`src/rtl/dotclk_pll_search.sv`:
```
module dotclk_pll_search #(
  parameter int REF_KHZ = 14318,
  parameter int N_COUNT = 122,
  parameter int M_COUNT = 32,
  parameter int N_OFF   = 8,
  parameter int M_OFF   = 2,
  parameter int TGT_W   = 17
) (
  input  logic             clk,
  input  logic             rst_n,
  input  logic             start,
  input  logic [TGT_W-1:0] target_khz,
  input  logic             legacy_pack,
  output logic             done,
  output logic [6:0]       n_sel,
  output logic [4:0]       m_sel,
  output logic             k_sel,
  output logic [19:0]      freq_khz,
  output logic [7:0]       prog_hi,
  output logic [7:0]       prog_lo
);
  localparam int N_W   = $clog2(N_COUNT);
  localparam int M_W   = $clog2(M_COUNT);
  localparam int D_W   = $clog2(M_COUNT + M_OFF);
  localparam int REF_W = $clog2(REF_KHZ + 1);
  localparam int Q_W   = $clog2(REF_KHZ * (N_COUNT - 1 + N_OFF) / M_OFF + 1);
  localparam int ERR_W = ((Q_W > TGT_W) ? Q_W : TGT_W) + 1;
  localparam int C_W   = $clog2((REF_W > N_OFF) ? REF_W : N_OFF) + 1;

  typedef enum logic [2:0] {S_IDLE = 3'd0, S_DIV = 3'd1, S_PRE = 3'd2,
                            S_EVAL = 3'd3, S_DONE = 3'd4} state_t;
  state_t state;

  logic             k_q;
  logic [M_W-1:0]   m_q;
  logic [N_W-1:0]   n_q;
  logic [C_W-1:0]   cnt;
  logic [REF_W-1:0] div_dq;
  logic [D_W-1:0]   div_rem;
  logic [Q_W-1:0]   acc_q;
  logic [D_W-1:0]   acc_r;
  logic [TGT_W-1:0] tgt_q;
  logic             legacy_q;
  logic [ERR_W-1:0] best_err;
  logic [N_W-1:0]   best_n;
  logic [M_W-1:0]   best_m;
  logic             best_k;
  logic [Q_W-1:0]   best_f;

  logic [D_W-1:0] divisor;
  logic [D_W:0]   trial, sum_r;
  logic           div_ge, wrap;
  logic [D_W-1:0] r_nxt;
  logic [Q_W-1:0] q_nxt, cand_f;
  logic [ERR_W-1:0] cand_e, tgt_e, err;

  assign divisor = D_W'(m_q) + D_W'(M_OFF);
  assign trial   = {div_rem, div_dq[REF_W-1]};
  assign div_ge  = trial >= {1'b0, divisor};
  assign sum_r   = {1'b0, acc_r} + {1'b0, div_rem};
  assign wrap    = sum_r >= {1'b0, divisor};
  assign r_nxt   = wrap ? D_W'(sum_r - {1'b0, divisor}) : D_W'(sum_r);
  assign q_nxt   = acc_q + Q_W'(div_dq) + Q_W'(wrap);
  assign cand_f  = acc_q >> k_q;
  assign cand_e  = ERR_W'(cand_f);
  assign tgt_e   = ERR_W'(tgt_q);
  assign err     = (cand_e >= tgt_e) ? cand_e - tgt_e : tgt_e - cand_e;

  always_ff @(posedge clk or negedge rst_n) begin
    if (!rst_n) begin
      state    <= S_IDLE;
      k_q      <= 1'b0;
      m_q      <= '0;
      n_q      <= '0;
      cnt      <= '0;
      div_dq   <= '0;
      div_rem  <= '0;
      acc_q    <= '0;
      acc_r    <= '0;
      tgt_q    <= '0;
      legacy_q <= 1'b0;
      best_err <= '0;
      best_n   <= '0;
      best_m   <= '0;
      best_k   <= 1'b0;
      best_f   <= '0;
    end else begin
      case (state)
        S_IDLE: if (start) begin
          tgt_q    <= target_khz;
          legacy_q <= legacy_pack;
          best_err <= '1;
          k_q      <= 1'b1;
          m_q      <= '0;
          div_dq   <= REF_W'(REF_KHZ);
          div_rem  <= '0;
          cnt      <= '0;
          state    <= S_DIV;
        end
        S_DIV: begin
          div_dq  <= {div_dq[REF_W-2:0], div_ge};
          div_rem <= div_ge ? D_W'(trial - {1'b0, divisor}) : D_W'(trial);
          cnt     <= cnt + 1'b1;
          if (cnt == C_W'(REF_W - 1)) begin
            cnt   <= '0;
            acc_q <= '0;
            acc_r <= '0;
            state <= S_PRE;
          end
        end
        S_PRE: begin
          acc_q <= q_nxt;
          acc_r <= r_nxt;
          cnt   <= cnt + 1'b1;
          if (cnt == C_W'(N_OFF - 1)) begin
            n_q   <= '0;
            state <= S_EVAL;
          end
        end
        S_EVAL: begin
          if (err < best_err) begin
            best_err <= err;
            best_n   <= n_q;
            best_m   <= m_q;
            best_k   <= k_q;
            best_f   <= cand_f;
          end
          if (n_q == N_W'(N_COUNT - 1)) begin
            div_dq  <= REF_W'(REF_KHZ);
            div_rem <= '0;
            cnt     <= '0;
            if (m_q != M_W'(M_COUNT - 1)) begin
              m_q   <= m_q + 1'b1;
              state <= S_DIV;
            end else if (k_q) begin
              k_q   <= 1'b0;
              m_q   <= '0;
              state <= S_DIV;
            end else begin
              state <= S_DONE;
            end
          end else begin
            n_q   <= n_q + 1'b1;
            acc_q <= q_nxt;
            acc_r <= r_nxt;
          end
        end
        default: state <= S_IDLE;
      endcase
    end
  end

  assign done     = (state == S_DONE);
  assign n_sel    = 7'(best_n);
  assign m_sel    = 5'(best_m);
  assign k_sel    = best_k;
  assign freq_khz = 20'(best_f);
  assign prog_lo  = legacy_q ? {m_sel[0], n_sel} : {1'b0, n_sel};
  assign prog_hi  = legacy_q ? {3'b000, k_sel, m_sel[4:1]}
                             : {1'b0, k_sel, 1'b0, m_sel};
endmodule


```
`config.mk`:
```
export PLATFORM = sky130hd
export DESIGN_NAME = dotclk_pll_search
export DESIGN_NICKNAME = d
export VERILOG_FILES = /design/src/rtl/dotclk_pll_search.sv
export SDC_FILE = /design/constraint.sdc
export NUM_CORES = 1
export LEC_CHECK = 0
export ABC_CLOCK_PERIOD_IN_PS = 12050
export CORE_MARGIN = 2
export CORE_UTILIZATION = 42
export DETAILED_ROUTE_END_ITERATION = 7
export GPL_ROUTABILITY_DRIVEN = 0
export PLACE_DENSITY = 0.69
export SYNTH_ARGS = -nofsm -noshare
export SYNTH_HDL_FRONTEND = slang
export SYNTH_SLANG_ARGS = --single-unit
```
`constraint.sdc`:
```
create_clock -name clk -period 12.05 [get_ports clk]
set_input_delay 2.41 -clock clk [delete_from_list [all_inputs] [get_ports clk]]
set_output_delay 2.41 -clock clk [all_outputs]
set_load 0.05 [all_outputs]
```
# After elaboration in Yosys (flattened, before gate mapping)
# Cells that the tools add are included.
# word_totals
out_inout_bits	50
word_cells	106
register_bits	139
# classes
n_reduce_logical	16
n_eq_ne	16
mux	42
n_lt_le_gt_ge	4
n_addsub	11
shift	1
# op_table
op	n
$mux 21	3
$pmux 20 s3	1
$pmux 14 s3	1
$pmux 21 s2	1
$mux 20	2
$mux 6	6
$pmux 6 s3	2
$mux 5	6
$mux 14	2
$lt 21x21->1	1
$mux 7	3
$sub 17x20->21	1
$sub 20x17->21	1
$add 20x1->20	1
$add 20x14->20	1
$ge 20x17->1	1
$pmux 5 s4	1
$shr 20x1->20	1
$mux 3	6
$reduce_and 3->1	5
$ge 7x6->1	2
$ne 2x2->1 const B	7
$pmux 7 s2	1
$pmux 3 s4	1
23 further kinds	33

# Longest topological paths before layout
# Gate-level depths: netlist of run 1.
# depth
word_depth	6
depth_mapped	25
ltp_nobuf	23

# Worst setup path before layout of run 1
# OpenSTA, ideal clock, no wires.
# synth_timing
path_type	reg-to-reg
start	register k_q
end	register best_err[10]
setup_time_ps	119
path_stages_with_launch	23
t_arrival_ps	5369
slack_ps	6563
path_cell_list	dfrtp_1 -> buf_4 -> clkbuf_1 -> buf_1 -> mux2i_1 -> inv_1 -> ha_1 -> nand2_1 -> a211oi_2 -> o41a_4 -> o211a_4 -> nor2_8 -> buf_12 -> mux2_2 -> ha_1 -> a21boi_0 -> o21ai_0 -> a21oi_1 -> o41ai_1 -> nand3_1 -> clkbuf_1 -> clkbuf_1 -> o21a_1
# synth_via
elab_chain_cells	6
elab_cells_between_ends	10
cone_classes	add/sub (2); order compare (2); eq/ne (1); shift (1); mux (3); reduce/logical (1)
# synth_lines
element	line	rtl
from (decl)	34	logic k_q;
from (signal assigned)	72	k_q <= 1'b0;
from (signal assigned)	93	k_q <= 1'b1;
from (signal assigned)	136	k_q <= 1'b0;
$shr 20x1->20 (*)	64	assign cand_f = acc_q >> k_q;
via cand_f[4]	54	logic [Q_W-1:0] q_nxt, cand_f;
$sub 17x20->21 (tied with other cells)	67	assign err = (cand_e >= tgt_e) ? cand_e - tgt_e : tgt_e - cand_e;
$mux 21 (*)	67	
$lt 21x21->1	121	if (err < best_err) begin
$ne 2x2->1 (no source line)	-	
$reduce_and 3->1 (no source line)	-	
to (signal assigned)	122	best_err <= err;
to (decl)	44	logic [ERR_W-1:0] best_err;
# The timed path passes the listed nets; every way through them passes the cells marked *. The select of a mux whose other input is x is not followed.
# A chain may end at the register's enable or synchronous reset.

# Worst setup path after layout of run 1
# layout_timing
start	register k_q
end	register best_err[17]
# The elaborated chain is that of the path after synthesis.

==> impl_metrics.toml, run 1 <==
[run_status]
outcome = "finished clean"

[timing]
fmax_ghz = 0.148
relSlewSlack = 0.254
worst_pin_slew_ps = 1120
worst_slack_ps = 5290
tns_ps = 0
rsz0062_at_grt = "false"
min_period_ps = 6760
period_share = 0.561
fin_skew_ps = 10.0
hold_viol = 0
maxSlewViolCount = 0
setup_viol = 0

[power_and_ir_drop]
p_comb_frac = 0.647
seqPwrFrac = 0.202
p_int_mw = 2.01
p_leak_nw = 5.23
power.switching_mw = 1.77
clkPwrFrac = 0.151
swShare = 0.468
total_power_mw = 3.78
irDropWorstVdd_mv = 0.397
powerDensity_mw_per_mm2 = 329

[synth]
synth_seq_area_share = 0.348
avgSynthCellArea_sq_um = 8.97
synth_area_sq_mm = 0.0100
syn_inst = 1115
ys_ff_latch = 139
ys_warn_count = 0
postSynth.asyncResetShare = 1.00
ys.flop_type = "dfrtp_1"
yosysUniqueCellTypes = 88
synth-edff-count = 0

[clock_network]
h-tree-depth = 4
clock-sinks = 139
cts_buffers = 17
clk_path_buf_depth = 2
cts_hold_buf = 0
cts-root-buf = "clkbuf_16"
post_cts_resized = 0
clk_pin_slew_ps = 60
clock_latency_ps = 430
post_cts_buffers = 0
cts_tree = "built"

[worst_setup_path]
reg2reg_from = "k_q"
crit_start = "k_q"
crit_fanout = 100
cp.required_ps = 12310
reg2reg_depth = 18
regToRegSetupSlack_ps = 5290
worstSetupEndpointType = "register"
path_class = "register to register"
critPathLaunchType = "register"
arrival_ps = 7020
max_stage_delay_ps = 1080
cp_cell_sequence = "mux2i_1 -> inv_1 -> ha_1 -> nand2b_1 -> a211oi_2 -> o41a_4 -> o211a_4 -> nor2_8 -> mux2i_1 -> xor2_1 -> ha_1 -> and4_1 -> o21ai_0 -> a21oi_1 -> o41ai_1 -> nand3_4 -> a2111oi_0 -> a221oi_1"
timing.critical_path.to = "best_err[17]"
rr_endpoint = "best_err[17]"
cp_slowest_cell = "dfrtp_1"

[placed_design]
hpwl_mm = 17.6
portBuffers = 68
dpl_worst_slack_ps = 5270

[die]
io_pins = 71
initial_core_util = 0.427
num_rows = 56
core_sq_mm = 0.0234
fp.dieH_um = 158
die_x_um = 158
die_area_sq_mm = 0.0251

[hold_path]
hold_path_class = "register to register"

[routing]
first_pass_iters = 7
wirelength_mm = 23.8
wire_per_inst_um = 16.0
antenna_left = 0
vias = 8133
drt-initial-drc-count = 535
drcViolationCount = 0
vias_per_cell = 5.46

[finish]
area_growth_pct = 15.0
drive_gt1_frac = 0.0751
multi_input_area_sq_mm = 0.00590
regArea_sq_mm = 0.00348
diodes = 0
nFillCells = 2215
final_nets = 1278

[global_route]
gr-total-overflow = 0
grt_max_degree = 101
grt_util_all_layers = 0.199
antenna_found_initial = 0
grt_pass1_wl_mm = 39.6
grt_pass1_vias = 7889

[run]
maxCapViolations = 0
==> kinds of logic after synthesis <==
family / after synthesis / synth area share
buffers and inverters: 147 / 0.0647
multiplexers: 52 / 0.0542
other: 1 / 0.000375
flip-flops: 139 / 0.348
XOR/XNOR: 41 / 0.0359
adder cells (fa/ha/maj): 99 / 0.129
AO/OA/AOI/OAI: 311 / 0.211
AND/OR/NAND/NOR: 325 / 0.157
==> through the flow <==
stage	utilization	cells	hold slack [ps]	area (sq um)
floorplan	-	1116	454	10000
global placement	0.464	1458	474	10900
detailed placement	0.464	1458	479	10900
CTS	0.491	1490	494	11500
global route	0.491	1490	535	11500
finish	0.491	1490	490	11500
==> placed cells by master, fill, tap and decap left out, types with 25 or more instances in the layout <==
master	synthesis	final
clkdlybuf4s50_1	0	67
a21oi_1	53	53
a21o_1	28	28
o21ai_0	97	97
mux2i_1	35	35
xnor2_1	25	25
ha_1	92	92
inv_1	95	95
nand2_1	115	115
dfrtp_1	139	139
nor2_1	80	79
==> state kept, by name, indices dropped and copies added, names as in the netlist <==
register,cells
state,3
tgt_q,17
div_dq,14
freq_khz,20
k_q,1
m_q,5
n_sel,7
k_sel,1
m_sel,5
acc_q,20
cnt,5
div_rem,6
best_err,21
n_q,7
legacy_q,1
acc_r,6
==> cells in the mapped netlist, drive strengths merged, types with 3 or more instances <==
library cell / count / share of area
nor3b: 3 / 0.0023
nand2b: 14 / 0.0088
or3: 11 / 0.0069
o31ai: 9 / 0.0068
o21a: 24 / 0.018
mux2: 17 / 0.019
a31o: 3 / 0.0026
nand2: 116 / 0.044
nor2b: 13 / 0.0089
nor2: 84 / 0.034
nand4: 15 / 0.0094
and3: 6 / 0.0038
nand3: 25 / 0.014
clkbuf: 25 / 0.0095
a21boi: 7 / 0.0053
dfrtp: 139 / 0.35
a211oi: 13 / 0.011
ha: 92 / 0.12
inv: 95 / 0.036
a21oi: 55 / 0.028
buf: 26 / 0.019
a31oi: 5 / 0.0046
xnor2: 25 / 0.022
and2: 8 / 0.0051
fa: 7 / 0.014
xor2: 16 / 0.014
a221oi: 3 / 0.0026
o211ai: 10 / 0.0099
or2: 3 / 0.0019
mux2i: 35 / 0.035
a21o: 29 / 0.022
o21bai: 3 / 0.0023
o211a: 3 / 0.0038
a22o: 5 / 0.0044
o41ai: 4 / 0.0035
a32o: 5 / 0.0050
o22ai: 6 / 0.0038
o21ai: 100 / 0.050
o22a: 8 / 0.0070
nor3: 17 / 0.0085
==> layout make-up <==
type	instances	area share
Sequential cell	139	0.303
Multi-Input combinational cell	830	0.513
Clock inverter	13	0.0164
Inverter	96	0.0314
Clock buffer	19	0.0385
Timing Repair Buffer	74	0.0632
Tap cell	319	0.0347
==> metal layers <==
layer	global-route usage	routed length, um
met5	0	0
met4	0.0442	301
met3	0.0343	925
met2	0.333	11400
met1	0.271	11200
==> how the worst min path moves through the flow <==
stage | to | cells past startpoint | startpoint | slack (ps)
global placement | freq_khz[19] | 2 | freq_khz[19] | 470
detailed placement | freq_khz[19] | 2 | freq_khz[19] | 480
floorplan | acc_r[2] | 2 | acc_r[2] | 450
global route | freq_khz[19] | 2 | freq_khz[19] | 530
CTS | freq_khz[19] | 2 | freq_khz[19] | 490
finish | freq_khz[19] | 2 | freq_khz[19] | 490
==> power groups by stage <==
stage	clock [mW]	combinational, mW	sequential (mW)
4_1_cts	0.578	2.46	0.764
5_1_grt	0.597	2.78	0.784
3_3_place_gp	0	2.39	0.767
2_1_floorplan	0	1.85	0.852
3_5_place_dp	0	2.44	0.770
6_report	0.570	2.45	0.764
==> worst max-delay path: cells and delay by family, from the launching register on <==
family          cells  cell delay, ps
fa+ha+maj           2             630
mux                 2             810
simple gates        4            1410
xor+xnor            1             210
compound gates      8            2280
buf+inv             1             160
flops               1            1080
No activity file was read; power rests on OpenSTA's default activity.
==> run 2: changes to the inputs <==
- ABC_CLOCK_PERIOD_IN_PS: 12050 -> 5530
- PLACE_DENSITY: 0.69 -> 0.72
- clock period: 12.05 -> 5.53 ns (I/O delays scaled with it)
==> run 2 against run 1 <==
Combinational power up 130%; global-route usage up 0.44 points; clock skew up 1.8 ps; first-iteration DRC count down 3.2%.
==> impl_metrics.toml, run 2 (same netlist as run 1, synthesis figures left out) <==
[routing]
antenna_left = 0
wire_per_inst_um = 16.2
drcViolationCount = 0
vias = 8277
drt-initial-drc-count = 518
vias_per_cell = 5.48
wirelength_mm = 24.5
first_pass_iters = 5

[power_and_ir_drop]
p_int_mw = 4.54
irDropWorstVdd_mv = 0.549
p_leak_nw = 5.34
swShare = 0.470
clkPwrFrac = 0.137
powerDensity_mw_per_mm2 = 732
p_comb_frac = 0.670
power.switching_mw = 4.03
seqPwrFrac = 0.193

[worst_setup_path]
arrival_ps = 5490
cp.required_ps = 5840
cp_cell_sequence = "mux2i_1 -> inv_1 -> ha_1 -> nand2b_1 -> a211oi_2 -> o41a_4 -> o211a_4 -> nor2_8 -> mux2i_1 -> xor2_1 -> ha_1 -> and4_1 -> o21ai_0 -> a21oi_1 -> o41ai_4 -> nand3_4 -> buf_4 -> mux2_2"
crit_fanout = 20
cp_top_family = "compound AO/OA/AOI/OAI gates"
cp_slowest_cell = "dfrtp_2"
path_class = "register to register"
worst-path-buf-inv = 2
max_stage_delay_ps = 490
crit_start = "k_q"
reg2reg_from = "k_q"
critPathLaunchType = "register"
worstSetupEndpointType = "register"

[clock_network]
cts-root-buf = "clkbuf_16"
cts_buffers = 17
clk_path_buf_depth = 2
clock_latency_ps = 430
clock-sinks = 139
h-tree-depth = 4
clk_pin_slew_ps = 60
cts_tree = "built"

[die]
io_pins = 71
die_area_sq_mm = 0.0251
num_rows = 56
die_x_um = 158
fp.dieH_um = 158
core_sq_mm = 0.0234
initial_core_util = 0.427

[timing]
tns_ps = 0
worst_pin_slew_ps = 915
hold_viol = 0
setup_viol = 0
rsz0062_at_grt = "false"
fmax_ghz = 0.193
maxSlewViolCount = 0
relSlewSlack = 0.386
fin_skew_ps = 11.9
period_share = 0.935
worst_slack_ps = 357
min_period_ps = 5170

[finish]
final_cell_mix = "dfrtp_1, nand2_1, o21ai_0"
largest_register_ff_count = 21
diodes = 0
final_nets = 1299
layout_commonest_cell = "dfrtp_1"
fin_util = 0.500
drive_gt1_frac = 0.0990
top_register = "best_err"
area_growth_pct = 17.0

[global_route]
grt_max_degree = 88
gr-total-overflow = 0
antenna_found_initial = 0
grt_util_all_layers = 0.203
grt_pass1_vias = 7907
grt_pass1_wl_mm = 40.0

[placed_design]
hpwl_mm = 18.2
dpl_worst_slack_ps = 50.9
portBuffers = 68

[run_status]
outcome = "finished clean"

[run]
maxCapViolations = 0

[hold_path]
hold_path_class = "register to register"
hp-start = "freq_khz[19]"
## run 2: changes by cell type in the layout (fill, tap and decap cells not counted), sizes merged
cell	before	now
buf	7	27
bufinv	4	2
clkbuf	19	18
clkinv	5	6
clkinvlp	2	3
inv	98	99
nand3	25	26
## run 2: worst register-to-register path, stage by stage (launching register included)
cell and delay, ps:
dfrtp_2 490, mux2i_1 390, inv_1 140, ha_1 390, nand2b_1 120, a211oi_2 110, o41a_4 490, o211a_4 310
nor2_8 260, mux2i_1 270, xor2_1 210, ha_1 280, and4_1 200, o21ai_0 70, a21oi_1 90, o41ai_4 430
nand3_4 250, buf_4 270, mux2_2 280
## run 2: path summary, 6_finish.rpt
| check | end | slack [ps] | cells past startpoint |
|---|---|---|---|
| setup / recovery | n_sel[0] | 360 | 18 |
| hold / removal | freq_khz[19] | 480 | 2 |
| setup reg to reg | n_sel[0] | 360 | 18 |
| hold reg to reg | freq_khz[19] | 480 | 2 |
| max in group asynchronous | best_err[12] | 3610 | 2 |
| min in group asynchronous | freq_khz[13] | 720 | 1 |
## run 2: layout make-up
cell class / instances / area (sq um)
Clock buffer: 18 / 439
Clock inverter: 14 / 163
Fill cell: 2196 / 11700
Inverter: 96 / 362
Multi-Input combinational cell: 831 / 5960
Sequential cell: 139 / 3480
Tap cell: 319 / 399
Timing Repair Buffer: 94 / 902
## run 2: timing repair
item,in CTS,in global routing
resized for setup,0,9
setup endpoints to repair,0,59
hold endpoints to repair,0,0
hold buffers,0,0
setup buffers,0,4
## run 2: metal layers
layer | part of all wire | wire (um) | vias up | GRT usage
li1 | - | - | 4059 | -
met1 | 0.47 | 11400 | 3973 | 0.274
met2 | 0.47 | 11400 | 200 | 0.324
met3 | 0.040 | 978 | 45 | 0.0411
met4 | 0.026 | 643 | 0 | 0.0751
met5 | 0 | 0 | - | 0
## run 2: through the flow
step                      hold WS, ps  cell area, sq um  std cells  power [mW]
after global routing              529             11700       1511        9.37
after detailed placement          478             11000       1474        7.21
final                             485             11700       1511        8.56
after global placement            467             11000       1474        7.05
after CTS                         491             11600       1506        8.42
after floorplan                   454             10000       1116        5.89
## run 2: power by group through the flow
stage	clock network (mW)	registers, mW	logic (mW)
after floorplan	0	1.86	4.04
after global placement	0	1.67	5.38
after global routing	1.23	1.70	6.43
after CTS	1.19	1.65	5.58
final	1.17	1.66	5.74
after detailed placement	0	1.67	5.54
==> run 3: changes to the inputs <==
--- a/config.mk
+++ b/config.mk
@@ -7,2 +7,3 @@
 export LEC_CHECK = 0
+export ABC_AREA = 1
 export ABC_CLOCK_PERIOD_IN_PS = 5530
@@ -12,3 +13,3 @@
 export GPL_ROUTABILITY_DRIVEN = 0
-export PLACE_DENSITY = 0.72
+export PLACE_DENSITY = 0.71
 export SYNTH_ARGS = -nofsm -noshare
--- a/constraint.sdc
+++ b/constraint.sdc
@@ -3,2 +3,2 @@
 set_output_delay 1.106 -clock clk [all_outputs]
-set_load 0.05 [all_outputs]
+set_load 0.02 [all_outputs]
==> run 3 against run 2 <==
Sequential share of layout area down 1.6 points; wire length is 19% higher; total power shrank 74%; die area is 7.7% higher; non-clock buffer count is 9 lower; setup slack improved by 160 ps; flip-flop and latch count unchanged; utilization decreased by 0.84 points; sequential power decreased by 39%; clock power about the same; clock-buffer cell count is 1 lower; hold slack improved by 2.7 ps; highest routed layer unchanged.
==> impl_metrics.toml, run 3 <==
[run_status]
outcome = "finished clean"

[finish]
multi_input_area_sq_mm = 0.00611
final_nets = 1745
largest_register_ff_count = 21
final_cell_mix = "nand2_1, inv_1, dfrtp_1"
top_register = "best_err"
nFillCells = 2448
regArea_sq_mm = 0.00348
area_growth_pct = 14.7
drive_gt1_frac = 0.0635
layout_commonest_cell = "nand2_1"
final_cell_area_sq_mm = 0.0124
diodes = 0

[synth]
synth_seq_area_share = 0.322
ys_warn_count = 0
synth_commonest_cells = "nand2_1, inv_1, dfrtp_1"
synth.most_common_cell = "nand2_1"
yosysTopAreaCell = "dfrtp_1"
yosysUniqueCellTypes = 49
postSynth.asyncResetShare = 1.00
synth_area_sq_mm = 0.0108
syn_inst = 1567
avgSynthCellArea_sq_um = 6.89
ys_ff_latch = 139
yosysTopAreaCellShare = 0.322
synth-edff-count = 0
synthTopCellsByArea = "dfrtp_1, nand2_1, ha_1"
ys.flop_type = "dfrtp_1"

[timing]
hold_viol = 0
worst_pin_slew_ps = 939
relSlewSlack = 0.374
maxSlewViolCount = 0
min_period_ps = 5010
fmax_ghz = 0.199
setup_viol = 0
tns_ps = 0
rsz0062_at_grt = "false"
period_share = 0.906
fin_skew_ps = 11.4

[global_route]
grt_pass1_vias = 9955
grt_max_degree = 89
grt_pass1_wl_mm = 48.1
grt_util_all_layers = 0.224
antenna_found_initial = 0
gr-total-overflow = 0

[worst_setup_path]
critPathLaunchType = "register"
max_stage_delay_ps = 450
arrival_ps = 5340
cp_cell_sequence = "ha_1 -> inv_1 -> fa_1 -> o21ai_0 -> xor2_1 -> inv_1 -> ha_1 -> nand4_1 -> nor2_1 -> nor3b_1 -> nand2_1 -> inv_1 -> nand2_1 -> inv_1 -> fa_1 -> fa_1 -> o21ai_1 -> nand2_1 -> nand2_1 -> nand3_1 -> nand2_1 -> nand2_1 -> o21ai_0 -> a21oi_1"
cp_slowest_cell = "dfrtp_1"
path_class = "register to register"
cp_common_cell = "nand2_1"
cp_top_family = "adder cells"
worstSetupEndpointType = "register"
crit_fanout = 11
worst-path-buf-inv = 4
cp.required_ps = 5850

[clock_network]
cts_tree = "built"
clk_path_buf_depth = 2
post_cts_buffers = 0
clock_latency_ps = 440
cts_buffers = 17
post_cts_resized = 0
cts_hold_buf = 0
clock-sinks = 139
h-tree-depth = 4
clk_pin_slew_ps = 70
cts-root-buf = "clkbuf_16"

[placed_design]
dpl_cell_area_sq_mm = 0.0118
portBuffers = 68
hpwl_mm = 22.4

[routing]
vias = 10100
drt-initial-drc-count = 685
first_pass_iters = 6
antenna_left = 0
vias_per_cell = 5.15
wirelength_mm = 29.2
wire_per_inst_um = 14.8
drcViolationCount = 0

[die]
fp.dieH_um = 164
die_area_sq_mm = 0.0270
num_rows = 58
die_x_um = 164
io_pins = 71
initial_core_util = 0.429
core_sq_mm = 0.0252

[power_and_ir_drop]
powerDensity_mw_per_mm2 = 181
p_leak_nw = 6.61
irDropWorstVdd_mv = 0.176

[run]
maxCapViolations = 0

[hold_path]
hold_path_class = "register to register"
run 3: logic make-up (layout without fill, tap and decap cells):
family                     count (synthesis)  after routing  share of synthesized area
DFF                                      139            139                      0.322
buffers and inverters                    304            374                      0.114
xor gates and xnor gates                  18             18                     0.0146
and+or+nand+nor                          748            748                      0.300
other                                      1              2                   0.000347
adders and majority gates                 99             99                      0.120
muxes                                      1              1                    0.00104
AOI/OAI and AO/OA                        257            257                      0.128
run 3: tightest hold or removal path, cell delays in order (launching register included):
cell,delay (ps)
dfrtp_1,340
nand2_1,50
o21ai_0,60
run 3: metrics by stage:
stage	hold WS [ps]	setup WS [ps]	instances	total power, mW	util
after floorplan	453	1420	1568	1.04	-
after global placement	471	618	1936	1.07	0.468
after detailed placement	475	482	1936	1.07	0.468
after CTS	492	417	1968	2.25	0.491
after global routing	528	10.3	1968	2.30	0.492
final	488	517	1968	2.24	0.492
run 3: power breakdown:
group | internal [mW] | switching [mW] | total, mW
logic | 0.0128 | 0.0236 | 0.0364
registers | 1.02 | 0 | 1.02
clock network | 0.611 | 0.575 | 1.19
total | 1.64 | 0.598 | 2.24
run 3: worst paths after layout:
check / startpoint / endpoint / slack (ps) / cells past startpoint
max: div_rem[0] / acc_q[18] / 520 / 24
min: div_dq[0] / div_dq[0] / 490 / 2
max reg2reg: div_rem[0] / acc_q[18] / 520 / 24
min reg2reg: div_dq[0] / div_dq[0] / 490 / 2
max in group asynchronous: rst_n / div_dq[2] / 3610 / 2
min in group asynchronous: rst_n / tgt_q[14] / 730 / 1
run 3: layout make-up:
cell class              instances  area share
multi-input cells            1125       0.493
flip-flops and latches        139       0.281
well taps                     330      0.0334
inverters                     257      0.0779
repair buffers                 85      0.0664
clock buffers                  17      0.0344
clock inverters                15      0.0137
run 3: routing by layer:
metal  vias up  wire length (um)  global-route usage
met4         0               832              0.0813
met3        65              1220              0.0366
met2       251             14000               0.384
met1      4683             13100               0.285
met5         -                 0                   0
li1       5135                 -                   -
